[src/rtl/dual_blink_pkg.sv]
package dual_blink_pkg;
  typedef enum logic [1:0] {
    SRC_OFF  = 2'b00,
    SRC_ON   = 2'b01,
    SRC_CH0  = 2'b10,
    SRC_CH1  = 2'b11
  } src_sel_e;
endpackage

[src/rtl/blink_tick_gen.sv]
module blink_tick_gen #(
  parameter int DIV = 1285
) (
  input  logic clk,
  input  logic rst,
  output logic tick
);
  localparam int CW = (DIV > 1) ? $clog2(DIV) : 1;
  localparam logic [CW-1:0] LAST = CW'(DIV - 1);

  logic [CW-1:0] cnt;

  always_ff @(posedge clk) begin
    if (rst) begin
      cnt  <= '0;
      tick <= 1'b0;
    end else if (cnt == LAST) begin
      cnt  <= '0;
      tick <= 1'b1;
    end else begin
      cnt  <= cnt + 1'b1;
      tick <= 1'b0;
    end
  end

  generate
    if (DIV > 1) begin : g_gap
      p_tick_gap_r2: assert property (@(posedge clk) disable iff (rst)
        tick |=> !tick);
    end
  endgenerate
endmodule

[src/rtl/blink_channel.sv]
module blink_channel #(
  parameter int W = 8
) (
  input  logic         clk,
  input  logic         rst,
  input  logic         tick,
  input  logic [W-1:0] psc,
  input  logic [W-1:0] duty,
  output logic         active
);
  logic [W-1:0] pre_cnt;
  logic [W-1:0] phase;
  logic         step;

  assign step = tick && (pre_cnt >= psc);

  always_ff @(posedge clk) begin
    if (rst) begin
      pre_cnt <= '0;
      phase   <= '0;
    end else if (tick) begin
      if (pre_cnt >= psc) begin
        pre_cnt <= '0;
        phase   <= phase + 1'b1;
      end else begin
        pre_cnt <= pre_cnt + 1'b1;
      end
    end
  end

  assign active = (phase < duty);

  p_phase_hold_r3: assert property (@(posedge clk) disable iff (rst)
    !tick |=> $stable(phase));
  p_phase_step_r3: assert property (@(posedge clk) disable iff (rst)
    step |=> (phase == $past(phase) + 1'b1));
  p_zero_duty_r5: assert property (@(posedge clk) disable iff (rst)
    (duty == '0) |-> !active);
endmodule

[src/rtl/led_src_mux.sv]
module led_src_mux
  import dual_blink_pkg::*;
#(
  parameter int NOUT = 8
) (
  input  logic              clk,
  input  logic              rst,
  input  logic [2*NOUT-1:0] sel_all,
  input  logic [1:0]        ch_active,
  output logic [NOUT-1:0]   pull
);
  generate
    for (genvar i = 0; i < NOUT; i++) begin : g_out
      src_sel_e src;
      logic     nxt;
      assign src = src_sel_e'(sel_all[2*i +: 2]);

      always_comb begin
        unique case (src)
          SRC_OFF: nxt = 1'b0;
          SRC_ON:  nxt = 1'b1;
          SRC_CH0: nxt = ch_active[0];
          SRC_CH1: nxt = ch_active[1];
          default: nxt = 1'b0;
        endcase
      end

      always_ff @(posedge clk) begin
        if (rst) pull[i] <= 1'b0;
        else     pull[i] <= nxt;
      end

      p_sel_on_r6: assert property (@(posedge clk) disable iff (rst)
        (sel_all[2*i +: 2] == 2'b01) |=> pull[i]);
      p_sel_off_r6: assert property (@(posedge clk) disable iff (rst)
        (sel_all[2*i +: 2] == 2'b00) |=> !pull[i]);
      p_follow_ch0_r8: assert property (@(posedge clk) disable iff (rst)
        (sel_all[2*i +: 2] == 2'b10) |=> (pull[i] == $past(ch_active[0])));
    end
  endgenerate
endmodule

[src/rtl/dual_blink_led.sv]
module dual_blink_led #(
  parameter int TICK_DIV = 1285,
  parameter int W        = 8,
  parameter int NOUT     = 8
) (
  input  logic            clk,
  input  logic            rst,
  input  logic [W-1:0]    psc0,
  input  logic [W-1:0]    duty0,
  input  logic [W-1:0]    psc1,
  input  logic [W-1:0]    duty1,
  input  logic [NOUT-1:0] sel_lo,
  input  logic [NOUT-1:0] sel_hi,
  output logic [NOUT-1:0] led_pull
);
  localparam int NCH = 2;

  logic                  tick;
  logic [NCH-1:0][W-1:0] psc_a;
  logic [NCH-1:0][W-1:0] duty_a;
  logic [NCH-1:0]        active;

  assign psc_a  = {psc1, psc0};
  assign duty_a = {duty1, duty0};

  blink_tick_gen #(.DIV(TICK_DIV)) u_tick (
    .clk  (clk),
    .rst  (rst),
    .tick (tick)
  );

  generate
    for (genvar c = 0; c < NCH; c++) begin : g_ch
      blink_channel #(.W(W)) u_ch (
        .clk    (clk),
        .rst    (rst),
        .tick   (tick),
        .psc    (psc_a[c]),
        .duty   (duty_a[c]),
        .active (active[c])
      );
    end
  endgenerate

  led_src_mux #(.NOUT(NOUT)) u_mux (
    .clk       (clk),
    .rst       (rst),
    .sel_all   ({sel_hi, sel_lo}),
    .ch_active (active),
    .pull      (led_pull)
  );

  p_reset_release_r1: assert property (@(posedge clk)
    rst |=> (led_pull == '0));
endmodule

[config.mk]
export PLATFORM = sky130hd
export DESIGN_NAME = dual_blink_led
export DESIGN_NICKNAME = d
export VERILOG_FILES = /design/src/rtl/dual_blink_pkg.sv /design/src/rtl/blink_tick_gen.sv /design/src/rtl/blink_channel.sv /design/src/rtl/led_src_mux.sv /design/src/rtl/dual_blink_led.sv
export SDC_FILE = /design/constraint.sdc
export NUM_CORES = 1
export LEC_CHECK = 0
export BUFFER_PORTS_ARGS = -buffer_cell sky130_fd_sc_hd__buf_2
export CAP_MARGIN = 20
export CORE_ASPECT_RATIO = 0.75
export CORE_MARGIN = 1
export CORE_UTILIZATION = 30
export CTS_CLUSTER_SIZE = 24
export DETAILED_ROUTE_END_ITERATION = 6
export PLACE_DENSITY = 0.59
export SLEW_MARGIN = 10
export SYNTH_ARGS = -nofsm -noshare
export SYNTH_HDL_FRONTEND = slang
export SYNTH_SLANG_ARGS = --single-unit
export TNS_END_PERCENT = 100
[constraint.sdc]
create_clock -name clk -period 2.2 [get_ports clk]
set_input_delay 0.44 -clock clk [delete_from_list [all_inputs] [get_ports clk]]
set_output_delay 0.44 -clock clk [all_outputs]
set_load 0.02 [all_outputs]
==> metrics, run 1 <==
status=complete, no violations; Synth Area in Compound Gates=0.145; io pins=between 50 and 60; synthesized area per cell=8.44 µm²; DR DRC count=0; Die W=118 µm; final slew viol count=0; Tcrit/Tclk final=0.915; H-Tree Depth=2; Post-DRT Antenna Nets=0; full die area=roughly 10,000 µm²; clock-pin slew on the worst setup and hold paths=approximately 70 ps; Worst-Skew Late Latency=about 290 ps; DRT Pass-1 Iters=4; postcts setup bufs=0; WL per Instance=10.7 µm; hpwl dp=between 4000 and 5000 µm; Critical Path Fanout Max=14; largest family of logic cells by synthesized area=simple AND/OR/NAND/NOR gates; Root Buffer=clkbuf_16; setup_tns=0 ps; Worst Hold Class=in -> reg; gpl congestion=about 0.75; Max Freq=0.497 GHz; GR Overflow Total=0; # nets final=between 500 and 600; first-pass GRT wire length=about 10,000 µm; Slew HR=0.624; adder-cell share of the synthesized area=0.149; minimum clock period=about 2000 ps; Yosys cell types=39; #FFs+latches synth=52; Synth Net Count=approximately 440; synthesis warning total=0; core area=9740 µm²; ys async rst share=0; Setup Viol. Count Final=0; TritonCTS clock tree=built; Layout area overhead=20.1%; vias in the first global route=about 2,400; # clock sinks=52; count of flip-flops with a built-in enable after synthesis=0; largest net degree at the start of global routing=31; pre-CTS setup slack=approximately 60 ps; Synth Area in XOR/XNOR=0.0667; gr usage total=0.122; vias per cell=around 4.6; hold violation count in the final report=0; CTS buffer count=5; routed wire length=5870 µm; Setup WS post-layout=between 150 and 200 ps; via count=2,543; pwr dens=roughly 560 nW/µm²; IO buf count=57; clk_skew=slightly below 4 ps; crit start category=register; post-synthesis mux area share=0.0133; critical path class=reg -> reg; Worst-Margin Slew=between 500 and 600 ps; VDD IR-drop max=around 0.27 mV; share of layout cells above drive strength 1=0.189; Clock Path Buffers=2; sequential share of the synthesized area=0.345; initial core utilization=0.310; Post-Synth Simple-Gate Area=0.210; Max Cap Viol=0; initial antenna violation count=0; antenna cells=0; Leakage=approximately 1.6 nW; top_reg_cell synth=dfxtp_1; standard-cell row count=31; Critical Path AT=about 2200 ps; Post-CTS Resized=0; CP required=around 2400 ps; initial DRC count=65; RSZ-0062 raised after global routing=false; die height=between 80 and 90 µm; Cell Area, Synth=around 3000 µm²; Setup crit end kind=register; post-synthesis cell count=roughly 360; cts hold-fix bufs=0
## metal layers
metal | part of all wire | track usage | vias up
li1 | - | - | 1343
met1 | 0.51 | 0.147 | 1143
met2 | 0.44 | 0.214 | 49
met3 | 0.046 | 0.0319 | 8
met4 | 0.011 | 0.0385 | 0
met5 | 0 | 0 | -
## placed cells by master (no fill, tap or decap), types with 3 or more instances in the layout
master,synthesis,final
buf_2,3,57
dfxtp_1,52,52
nor2_1,51,51
inv_1,39,39
ha_1,36,36
o21ai_0,34,34
a21oi_1,18,18
nand2_1,17,17
xor2_1,17,17
nand2b_1,14,14
nand3_1,13,13
nand4_1,9,9
or3_1,8,8
xnor2_1,6,6
clkbuf_16,0,5
mux2i_1,4,4
or3_2,3,3
buf_4,0,3
## cells by family (layout without fill, tap and decap cells)
kind of cell	count (synthesis)	in the layout
AO/OA/AOI/OAI	67	67
XOR/XNOR	23	23
adder cells (fa/ha/maj)	36	36
buffers and inverters	48	109
flip-flops	52	52
multiplexers	4	4
AND/OR/NAND/NOR	128	128
## worst max-delay path, cell delays in order, from the launching register on
cell and delay [ps]:
dfxtp_1 390, inv_1 60, ha_1 260, nand2b_4 130, a2111o_1 440, a31oi_4 210, buf_12 150, mux2i_1 170
nor2_1 50
## power by group
part / total (mW) / switching [mW] / internal [mW]
clock network: 0.885 / 0.349 / 0.536
registers: 0.966 / 0.00822 / 0.958
logic: 0.172 / 0.0937 / 0.0788
total: 2.02 / 0.451 / 1.57
## path summary, 6_finish.rpt
path / startpoint / slack, ps / depth (start not counted) / end
max: g_ch[0].u_ch.pre_cnt[0]$_SDFFE_PP0P_ / 190 / 8 / g_ch[0].u_ch.phase[1]$_SDFFE_PP0P_
min: sel_hi[4] / 370 / 3 / u_mux.pull[6]$_SDFF_PP0_
max reg2reg: g_ch[0].u_ch.pre_cnt[0]$_SDFFE_PP0P_ / 190 / 8 / g_ch[0].u_ch.phase[1]$_SDFFE_PP0P_
min reg2reg: u_tick.cnt[0]$_SDFF_PP0_ / 490 / 1 / u_tick.cnt[0]$_SDFF_PP0_
## synthesized netlist by cell type (4+ instances only)
cell,n,area share
nand2_1,17,0.021
xor2_1,17,0.049
a21oi_1,18,0.030
or3_1,8,0.017
nor2_1,51,0.063
mux2i_1,4,0.013
o21ai_0,34,0.056
dfxtp_1,52,0.34
nand4_1,9,0.019
ha_1,36,0.15
nand2b_1,14,0.029
inv_1,39,0.048
nand3_1,13,0.022
xnor2_1,6,0.017
## stage by stage
step / area, µm² / util / cells / power [mW] / hold WS, ps
floorplan: 3020 / - / 358 / 1.09 / 442
global placement: 3460 / 0.356 / 543 / 1.16 / 462
detailed placement: 3460 / 0.356 / 543 / 1.16 / 470
CTS: 3630 / 0.373 / 551 / 2.06 / 372
global route: 3630 / 0.373 / 551 / 2.11 / 404
finish: 3630 / 0.373 / 551 / 2.02 / 375
## layout make-up
type / count / area (µm²)
fillers: 1017 / 6110
multi-input cells: 258 / 1760
flip-flops and latches: 52 / 1040
repair buffers: 62 / 348
well taps: 132 / 165
inverters: 39 / 146
clock buffers: 6 / 129
clock inverters: 2 / 35.0
## registers in the layout (all words and copies together), names as in the netlist
register,count
g_ch.u_ch.phase,16
u_mux.pull,8
u_tick.cnt,11
u_tick.tick,1
g_ch.u_ch.pre_cnt,16
Note: power is estimated with default switching activity, not from simulation.
==> inputs of run 2 (changes only) <==
- HOLD_SLACK_MARGIN: not set -> 0.03
- clock period: 2.2 -> 2 ns (I/O delays scaled with it)
==> metrics, run 2 (synthesis gave the netlist of run 1 again) <==
status=complete, no violations; Non-Filler Instances=between 500 and 600; Critical Path Fanout Max=14; Tcrit/Tclk final=0.957; Max Freq=between 0.5 and 0.6 GHz; CTS buffer count=5; VDD IR-drop max=between 0.3 and 0.4 mV; Leakage=about 1.6 nW; WL per Instance=between 10 and 15 µm; gpl congestion=between 0.7 and 0.8; minimum clock period=1910 ps; initial antenna violation count=0; vias in the first global route=between 2,000 and 2,500; clock-pin slew on the worst setup and hold paths=70 ps; DR DRC count=0; Critical Path AT=around 2100 ps; Clock Path Buffers=2; core area=9740 µm²; hpwl dp=4480 µm; standard-cell row count=31; share of layout cells above drive strength 1=0.201; RSZ-0062 raised after global routing=true; R2R depth=8; antenna cells=0; # nets final=roughly 510; crit start category=register; Die W=118 µm; Root Buffer=clkbuf_16; commonest non-fill, non-tap cell in the layout=buf_2; GR Overflow Total=0; via count=roughly 2,500; WHS Path Cells=3; initial DRC count=88; Post-DRT Antenna Nets=0; # fillers=1,005; Max Cap Viol=0; die height=88.9 µm; critical path class=reg -> reg; gr usage total=0.122; Worst-Skew Late Latency=between 200 and 300 ps; Setup Viol. Count Final=0; TritonCTS clock tree=built; DP Area=around 3500 µm²; most frequent cells in the layout=57 x buf_2, 52 x dfxtp_1, 50 x nor2_1; hold violation count in the final report=0; clk_skew=around 3 ps; final instance area=around 3600 µm²; routed wire length=around 5800 µm; CP required=~2200 ps; Setup crit end kind=register; vias per cell=approximately 4.5; first-pass GRT wire length=between 10,000 and 15,000 µm; initial core utilization=0.310; final slew viol count=0; Largest regs=g_ch.u_ch.phase: 16 flops, g_ch.u_ch.pre_cnt: 16 flops, u_tick.cnt: 11 flops; IO buf count=57; full die area=10,500 µm²; io pins=slightly below 60; dpl cells=546; # clock sinks=52; postcts setup bufs=0; Layout area overhead=20.6%; Slew HR=0.600; H-Tree Depth=2; Layout Utilization=0.374; largest net degree at the start of global routing=23; Worst-Margin Slew=about 600 ps; DRT Pass-1 Iters=4; pwr dens=581 nW/µm²; Worst Hold Class=in -> reg
run 2: metrics by stage:
| stage | hold WS [ps] | TNS, ps | power (mW) | worst slack, ps |
|---|---|---|---|---|
| finish | 345 | 0 | 2.12 | 85.6 |
| global route | 359 | -10.7 | 2.24 | -10.7 |
| global placement | 464 | -819 | 1.28 | -79.0 |
| CTS | 335 | 0 | 2.17 | 56.6 |
| detailed placement | 467 | -1290 | 1.28 | -93.9 |
| floorplan | 442 | 0 | 1.20 | 81.4 |
run 2: layout make-up:
type	count	area, µm²	share of cell area
timing repair buffer	65	370	0.102
clock buffer	6	139	0.0381
sequential	52	1040	0.286
multi-input combinational	258	1770	0.486
clock inverter	2	10.0	0.00275
tap	132	165	0.0453
inverter	39	146	0.0402
run 2: worst paths after layout:
path / from / endpoint / slack [ps]
max: g_ch[1].u_ch.pre_cnt[0]$_SDFFE_PP0P_ / g_ch[1].u_ch.phase[1]$_SDFFE_PP0P_ / 90
min: sel_hi[0] / u_mux.pull[4]$_SDFF_PP0_ / 340
max reg2reg: g_ch[1].u_ch.pre_cnt[0]$_SDFFE_PP0P_ / g_ch[1].u_ch.phase[1]$_SDFFE_PP0P_ / 90
min reg2reg: u_tick.cnt[0]$_SDFF_PP0_ / u_tick.cnt[0]$_SDFF_PP0_ / 480
run 2: power breakdown:
| group | switching (mW) | internal (mW) |
|---|---|---|
| clock | 0.368 | 0.494 |
| combinational | 0.104 | 0.0892 |
| sequential | 0.00855 | 1.05 |
run 2: repair_timing:
item,in CTS,in global routing
endpoints found under the setup margin,0,2
hold buffers,0,0
resized for setup,0,2
run 2: layer usage:
metal	share of wire	wire [µm]	vias up	track usage
li1	-	-	1347	-
met1	0.53	3070	1109	0.158
met5	0	0	-	0
met4	0.0057	33	0	0.0315
met3	0.046	264	5	0.0325
met2	0.42	2420	49	0.204
run 2: critical path, cell delays in order (launching register included):
cell      delay, ps
dfxtp_1         330
inv_1            40
ha_1            250
nand2b_1        140
a2111o_1        450
a31oi_4         220
buf_12          150
mux2i_1         170
nor2_1           50
==> inputs of run 3 (changes only) <==
- CORE_ASPECT_RATIO: 0.75 -> 0.6
==> metrics, run 3 (synthesis gave the netlist of run 1 again) <==
status=complete, no violations; standard-cell row count=27; largest net degree at the start of global routing=18; WL per Instance=around 11 µm; io pins=58; Setup crit end kind=register; commonest non-fill, non-tap cell in the layout=buf_2; # nets final=~510; initial core utilization=0.319; DP Area=3480 µm²; antenna cells=0; Clock Path Buffers=2; Critical Path AT=roughly 2100 ps; gr usage total=0.130; GR Overflow Total=0; crit start category=register; highest metal used=met4; Combinational Power Share=0.096; clock-pin slew on the worst setup and hold paths=around 60 ps; Clk pwr share=0.391; # clock sinks=52; hold violation count in the final report=0; CP required=between 2000 and 2500 ps; Root Buffer=clkbuf_16; share of layout cells above drive strength 1=0.207; IO buf count=57; CTS buffer count=5; sequential share of power=0.513; # fillers=roughly 990; DR DRC count=0; initial antenna violation count=0; Net Sw Power=about 0.47 mW; pwr dens=570 nW/µm²; routed wire length=between 6000 and 7000 µm; Worst path max stage delay=between 400 and 500 ps; Crit path max-delay family=compound AO/OA/AOI/OAI gates; H-Tree Depth=2; TritonCTS clock tree=built; Worst Hold Class=in -> reg; VDD IR-drop max=between 0.3 and 0.4 mV; Worst-Margin Slew=roughly 570 ps; CP Buf/Inv Count=2; Slew HR=0.621; final slew viol count=0; met3 WL post-DR=339 µm; most frequent cells in the layout=57 x buf_2, 52 x dfxtp_1, 50 x nor2_1; cts hold-fix bufs=0; Post-DRT Antenna Nets=0; Max Cap Viol=0; RSZ-0062 raised after global routing=true; Die W=132 µm; DRT Pass-1 Iters=4; via count=2,554; hpwl dp=5000 µm; Layout Utilization=0.385; Worst-Skew Late Latency=around 290 ps; Switching Fraction=0.229; final instance area=between 3000 and 4000 µm²; Met2 Wirelength=around 2400 µm; clk_skew=approximately 5.5 ps; reg-to-reg setup timing slack=approximately 95 ps; CP max-delay cell=a2111o_1; initial DRC count=approximately 170; critical path class=reg -> reg; Setup Viol. Count Final=0; Hold WS=approximately 350 ps; minimum clock period=approximately 1900 ps; P_int=1.60 mW; full die area=approximately 10,000 µm²; gpl congestion=about 0.8; Critical Path Fanout Max=3; first-pass GRT wire length=10,900 µm; core area=between 9000 and 10,000 µm²; Met1 Routed Length=roughly 3500 µm; Leakage=roughly 1.6 nW; Layout area overhead=20.5%; die height=79.7 µm; Max Freq=about 0.52 GHz; Tcrit/Tclk final=0.953; vias per cell=4.60; CP cell instances=inv_1 > ha_1 > nand2b_4 > a2111o_1 > a31oi_4 > buf_4 > mux2i_1 > nor2_1; vias in the first global route=around 2,400; Largest regs=g_ch.u_ch.phase: 16 flops, g_ch.u_ch.pre_cnt: 16 flops, u_tick.cnt: 11 flops
run 3: cell count changes in the layout (fill, tap and decap cells not counted):
| cell | before | now |
|---|---|---|
| a21oi_1 | 18 | 17 |
| a21oi_2 | 0 | 1 |
| buf_12 | 2 | 0 |
| clkbuf_1 | 0 | 1 |
| buf_6 | 0 | 1 |
| clkbuf_8 | 1 | 0 |
| clkinv_2 | 2 | 1 |
| buf_4 | 6 | 11 |
run 3: worst paths after layout:
check	endpoint	from	cells past startpoint
worst max-delay path	g_ch[0].u_ch.phase[1]$_SDFFE_PP0P_	g_ch[0].u_ch.pre_cnt[0]$_SDFFE_PP0P_	8
worst min-delay path	u_mux.pull[4]$_SDFF_PP0_	sel_hi[0]	3
worst max register to register	g_ch[0].u_ch.phase[1]$_SDFFE_PP0P_	g_ch[0].u_ch.pre_cnt[0]$_SDFFE_PP0P_	8
worst min register to register	u_tick.cnt[9]$_SDFF_PP0_	u_tick.cnt[9]$_SDFF_PP0_	2
run 3: layer usage:
layer,up-vias,global-route usage
met5,-,0
met4,0,0.0337
met3,5,0.0394
met2,56,0.192
met1,1144,0.182
li1,1349,-
run 3: worst reg2reg max path, cell delays in order (launching register included):
cell	delay, ps
dfxtp_1	330
inv_1	50
ha_1	260
nand2b_4	130
a2111o_1	440
a31oi_4	190
buf_4	160
mux2i_1	180
nor2_1	60
run 3: area by class of cell:
type | count | area (µm²) | area share
multi-input cells | 258 | 1780 | 0.488
flip-flops and latches | 52 | 1040 | 0.286
repair buffers | 69 | 379 | 0.104
well taps | 130 | 163 | 0.0447
inverters | 39 | 146 | 0.0402
clock buffers | 6 | 129 | 0.0354
clock inverters | 1 | 5.00 | 0.00138
run 3: through the flow:
stage                     setup slack [ps]  cells  setup TNS (ps)  power, mW
after floorplan                       81.4    358               0       1.20
after global placement               -82.3    547           -1190       1.28
after detailed placement              -107    547           -1620       1.29
after CTS                             52.6    554               0       2.12
after global routing                 -17.7    555           -27.4       2.19
final                                 94.8    555               0       2.07
run 3: power groups by stage:
stage | Sequential [mW] | Clock (mW) | Combinational, mW
4_1_cts | 1.06 | 0.852 | 0.200
5_1_grt | 1.07 | 0.895 | 0.226
6_report | 1.06 | 0.811 | 0.199
2_1_floorplan | 1.10 | 0 | 0.0962
3_5_place_dp | 1.09 | 0 | 0.199
3_3_place_gp | 1.09 | 0 | 0.195
run 3: repair_timing:
action                     in CTS  in global routing
gates resized for setup         0                  4
setup endpoints to repair       0                 25
buffers inserted                0                  1
